### config.mk
export PLATFORM = sky130hd
export DESIGN_NAME = i2c_reg_slave
export DESIGN_NICKNAME = d
export VERILOG_FILES = /design/src/rtl/i2c_reg_slave.sv
export SDC_FILE = /design/constraint.sdc
export NUM_CORES = 1
export LEC_CHECK = 0
export BUFFER_PORTS_ARGS = -buffer_cell sky130_fd_sc_hd__buf_2
export CORE_UTILIZATION = 35
export CTS_CLUSTER_DIAMETER = 100
export CTS_CLUSTER_SIZE = 40
export DETAILED_ROUTE_END_ITERATION = 7
export PLACE_DENSITY_LB_ADDON = 0.1
export SYNTH_ARGS = -nofsm -noshare
export SYNTH_HDL_FRONTEND = slang
export SYNTH_SLANG_ARGS = --single-unit
### constraint.sdc
create_clock -name clk -period 2.2 [get_ports clk]
set_input_delay 0.11 -clock clk [delete_from_list [all_inputs] [get_ports clk]]
set_output_delay 0.11 -clock clk [all_outputs]
set_load 0.005 [all_outputs]
### src/rtl/i2c_reg_slave.sv
module i2c_reg_slave #(
  parameter logic [3:0] ADDR_HI = 4'b0010
) (
  input  logic       clk,
  input  logic       rst_n,
  input  logic       scl_i,
  input  logic       sda_i,
  output logic       sda_oe,
  input  logic [2:0] strap_i,
  output logic [7:0] reg_addr,
  output logic [7:0] reg_wdata,
  output logic       reg_we,
  input  logic [7:0] reg_rdata,
  output logic       reg_re
);

  typedef enum logic [2:0] {S_IDLE, S_RECV, S_ACK, S_SEND, S_MACK} st_t;
  typedef enum logic [1:0] {K_ADDR, K_PTR, K_DATA} kind_t;

  logic [2:0] scl_q, sda_q;
  st_t        st;
  kind_t      kind;
  logic [7:0] sh, ptr;
  logic [2:0] cnt;
  logic       full, rd, mnack;

  wire scl_s = scl_q[1];
  wire scl_p = scl_q[2];
  wire sda_s = sda_q[1];
  wire sda_p = sda_q[2];
  wire scl_rise = scl_s & ~scl_p;
  wire scl_fall = ~scl_s & scl_p;
  wire start_c  = scl_s & scl_p & sda_p & ~sda_s;
  wire stop_c   = scl_s & scl_p & ~sda_p & sda_s;

  assign reg_re = scl_fall & ((st == S_ACK && kind == K_ADDR && rd) ||
                              (st == S_MACK && !mnack));
  assign sda_oe   = (st == S_ACK) || (st == S_SEND && !sh[7]);
  assign reg_addr = ptr;

  always_ff @(posedge clk or negedge rst_n) begin
    if (!rst_n) begin
      scl_q <= 3'b111;
      sda_q <= 3'b111;
    end else begin
      scl_q <= {scl_q[1:0], scl_i};
      sda_q <= {sda_q[1:0], sda_i};
    end
  end

  always_ff @(posedge clk or negedge rst_n) begin
    if (!rst_n) begin
      st        <= S_IDLE;
      kind      <= K_ADDR;
      sh        <= 8'hFF;
      ptr       <= 8'h00;
      cnt       <= 3'd0;
      full      <= 1'b0;
      rd        <= 1'b0;
      mnack     <= 1'b0;
      reg_we    <= 1'b0;
      reg_wdata <= 8'h00;
    end else begin
      reg_we <= 1'b0;
      if (start_c) begin
        st   <= S_RECV;
        kind <= K_ADDR;
        cnt  <= 3'd0;
        full <= 1'b0;
        sh   <= 8'hFF;
      end else if (stop_c) begin
        st <= S_IDLE;
        sh <= 8'hFF;
      end else begin
        case (st)
          S_RECV:
            if (scl_rise) begin
              sh   <= {sh[6:0], sda_s};
              cnt  <= cnt + 3'd1;
              full <= (cnt == 3'd7);
            end else if (scl_fall && full) begin
              full <= 1'b0;
              cnt  <= 3'd0;
              case (kind)
                K_ADDR:
                  if (sh[7:1] == {ADDR_HI, strap_i}) begin
                    rd <= sh[0];
                    st <= S_ACK;
                  end else begin
                    st <= S_IDLE;
                  end
                K_PTR: begin
                  ptr <= sh;
                  st  <= S_ACK;
                end
                default: begin
                  reg_we    <= 1'b1;
                  reg_wdata <= sh;
                  st        <= S_ACK;
                end
              endcase
            end
          S_ACK:
            if (scl_fall) begin
              if (kind == K_ADDR && rd) begin
                st   <= S_SEND;
                sh   <= reg_rdata;
                ptr  <= ptr + 8'd1;
                cnt  <= 3'd0;
                kind <= K_DATA;
              end else begin
                st <= S_RECV;
                if (kind == K_DATA) ptr <= ptr + 8'd1;
                kind <= (kind == K_ADDR) ? K_PTR : K_DATA;
              end
            end
          S_SEND:
            if (scl_fall) begin
              if (cnt == 3'd7) begin
                st <= S_MACK;
                sh <= 8'hFF;
              end else begin
                sh  <= {sh[6:0], 1'b1};
                cnt <= cnt + 3'd1;
              end
            end
          S_MACK:
            if (scl_rise) begin
              mnack <= sda_s;
            end else if (scl_fall) begin
              if (mnack) begin
                st <= S_IDLE;
              end else begin
                st  <= S_SEND;
                sh  <= reg_rdata;
                ptr <= ptr + 8'd1;
                cnt <= 3'd0;
              end
            end
          default: ;
        endcase
      end
    end
  end

  a_r5_we_pulse: assert property (@(posedge clk) disable iff (!rst_n)
    reg_we |=> !reg_we);
  a_r6_re_pulse: assert property (@(posedge clk) disable iff (!rst_n)
    reg_re |=> !reg_re);
  a_r9_oe_scl_low: assert property (@(posedge clk) disable iff (!rst_n)
    $rose(sda_oe) |-> !scl_q[1]);
  a_r6_re_starts_send: assert property (@(posedge clk) disable iff (!rst_n)
    reg_re |=> st == S_SEND);
  a_r5_strobes_apart: assert property (@(posedge clk) disable iff (!rst_n)
    !(reg_we && reg_re));
  a_r8_ptr_held_on_we: assert property (@(posedge clk) disable iff (!rst_n)
    reg_we |=> $stable(reg_addr));

endmodule

==> impl_metrics.yaml <==
logic_synthesis:
  ys_seq_area_share_pct: 43.5
  avgSynthCellArea_sq_um: 9.58
  synthFlopType: "dfrtp_1"
  synth.top_cell.area_share_pct: 28.6
  syn_area_sq_um: 2450
  synth_cells: 256
  post-synth-top-count-cell: "nand2_1"
  ys_warn_count: 0
  syn_nets: 274
  synth_edf_count: 0
  yosys-top-cells-count: "42 x nand2_1, 28 x dfrtp_1, 21 x nor2_1"
  synthTopCellsByArea: "dfrtp_1 29%, dfstp_2 15%, nand2_1 6.4%, mux2_1 4.1%, a21oi_1 3.7%"
  synth-seq-cells: 42
  synthDistinctLibCells: 57
  async_flop_share_pct: 100
  yosys.area.top_type: "dfrtp_1"
global_routing:
  antenna_found_initial: 0
  grt_pass1_wl_um: 10200
  grt_use_total_pct: 18.0
  grt_max_degree: 40
  grt_overflow: 0
  grt_pass1_vias: 1962
layout:
  drive_above_1_share_pct: 28.8
  insertedDiodeCount: 0
  syn2layout_area_growth_pct: 19.1
  nets: 323
  final_cells: 402
routing:
  wirelength_um: 6010
  wl_per_cell_um: 14.9
  drt-pass1-iter-count: 4
  via_per_inst: 5.14
  via_count: 2065
  drt_iter0_markers: 171
  antenna_left: 0
  drc: 0
setup_path:
  crit_fanout: 9
  crit_path_top_delay_cell: "dfrtp_1"
  max_stage_delay_ps: 560
  end_kind: "output pin"
  cpMostUsedCell: "buf_4"
  cp.arrival_ps: 1930
  r2r-start: "st[2]"
  cp-start-kind: "register"
  crit_chain: "buf_4, nor3b_4, buf_4, nand2_1, a21oi_1, buf_2"
  r2r_slack_ps: 220
  cp_top_family: "flip-flops"
  path_buf_inv: 3
  r2r_cells: 5
  r2r_end: "reg_addr[0]"
  cp.required_ps: 2090
  path_class: "register to output pin"
clocking:
  cts_buffers: 5
  clockBufferDepth: 2
  cts_root_buf: "clkbuf_8"
  cts_tree: "done"
  cts.sinks: 42
  post_cts_buffers: 0
  clk_latency_ps: 300
  clk_pin_slew_ps: 90
  htree_levels: 2
power_and_ir_drop:
  swShare_pct: 39.9
  peakVddDrop_v: 0.000397
  power_frac_seq_pct: 41.7
  power.total_mw: 3.01
  internal_power_mw: 1.81
  clkPwrFrac_pct: 17.4
  switching_power_mw: 1.20
  power_leakage_nw: 1.33
  powerDensity_nw_per_um2: 1030
  power_frac_comb_pct: 40.9
place:
  gp_congestion: 0.923
  place_ws_ps: 112
  port_buffers: 33
  dp_hpwl_um: 4230
  place_inst: 391
sta:
  fin_worst_skew_ps: 4.74
  drv_slew: 0
  holdWs_ps: 145
  fmax_mhz: 490
  setup-violations-final: 0
  finalWorstSetupSlack_ps: 158
  fin_setup_tns_ps: 0
  period_share_pct: 92.8
  max_slew_margin_pct: 39.3
  layout_min_cycle_time_ps: 2040
  final-hold-violation-count: 0
  tightest_slew_ps: 910
  rsz0062_at_grt: "no"
floorplanning:
  rows: 30
  io_pins: 34
  die_area_sq_um: 7350
  start_util_pct: 36.1
  coreArea_sq_um: 6790
  dieWidth_um: 85.7
  die_h_um: 85.7
hold_path:
  hold_start: "reg_rdata[1]"
  holdCritPathClass: "input port to register"
  hold_depth: 4
  holdPathEnd: "sh[1]"
run_status:
  outcome: "complete, no violations"
run:
  max-cap-violations: 0
## power by group through the flow
stage / combinational (mW) / sequential, mW / clock (mW)
after floorplan: 0.907 / 1.18 / 0
after global placement: 1.22 / 1.27 / 0
after detailed placement: 1.22 / 1.27 / 0
after CTS: 1.23 / 1.26 / 0.549
after global routing: 1.36 / 1.29 / 0.576
final: 1.23 / 1.26 / 0.524
## layout make-up
cell class              instances  area, sq um
flip-flops and latches         42         1070
repair buffers                 53          335
clock inverters                 3         18.8
clock buffers                   5         68.8
fillers                       670         3870
multi-input cells             195         1280
well taps                      96          120
inverters                       8         30.0
## placed cells by master, fill, tap and decap left out, types with 2 or more instances in the layout
master and instances:
nand2_1 42, buf_2 33, dfrtp_1 27, nor2_1 21, a21oi_1 18, buf_4 16, dfstp_2 14, o21ai_0 12
mux2_1 9, nand3_1 8, inv_1 7, o22a_1 6, and3_1 5, a31oi_1 5, clkbuf_8 5, nand2b_1 4
nor2b_1 4, nand4_1 4, xnor2_1 4, mux2i_1 4, nor3_1 4, nor3b_4 3, nand3b_1 3, mux2_2 3
ha_1 3, dlygate4sd3_1 3, o21bai_1 2, a21oi_2 2, a21o_1 2, clkinv_2 2
## flip-flops by register name (all words and copies together) (netlist names)
register,count
reg_addr,8
reg_wdata,8
sh,8
cnt,3
scl_q,3
sda_q,3
st,3
kind,2
full,1
mnack,1
rd,1
reg_we,1
## per-layer routing
metal | global-route usage [%] | part of all wire [%] | vias up
li1 | - | - | 1017
met3 | 3.18 | 4.3 | 11
met1 | 26.6 | 50 | 972
met5 | 0 | 0 | -
met2 | 26.3 | 44 | 65
met4 | 6.82 | 2.1 | 0
## kinds of logic (layout without fill, tap and decap cells)
group / Yosys count / count (layout) / synth area share (%)
simple gates: 107 / 107 / 23.0
compound gates: 65 / 65 / 19.1
fa+ha+maj: 3 / 3 / 1.53
xor+xnor: 4 / 4 / 1.43
flops: 42 / 42 / 43.5
mux: 16 / 16 / 7.14
buf+inv: 19 / 69 / 4.28
## per-stage QoR
| stage | cell area (sq um) | utilization (%) |
|---|---|---|
| 2_1_floorplan | 2450 | - |
| 3_3_place_gp | 2800 | 41.3 |
| 3_5_place_dp | 2800 | 41.3 |
| 4_1_cts | 2920 | 43.0 |
| 5_1_grt | 2920 | 43.0 |
| 6_report | 2920 | 43.0 |
## worst max path at each step
| stage | endpoint | slack [ps] | cells past startpoint | startpoint |
|---|---|---|---|---|
| floorplan | reg_addr[0] | 440 | 6 | scl_q[2] |
| global placement | st[2] | 100 | 5 | st[1] |
| detailed placement | st[2] | 110 | 5 | st[1] |
| CTS | st[2] | 90 | 5 | st[1] |
| global route | reg_re | 50 | 6 | st[2] |
| finish | reg_re | 160 | 6 | st[2] |
## worst register-to-register path: cells and delay by family, from the launching register on
kind | cells | cell delay, ps
AOI/OAI and AO/OA | 3 | 870
DFF | 1 | 560
and+or+nand+nor | 2 | 430
## repair_timing
item                                    4_1_cts  5_1_grt
endpoints found under the hold margin        30        0
endpoints found under the setup margin        0       12
hold buffers                                  3        0
gates resized for setup                       0        1
Power figures use the tool's default switching activity.
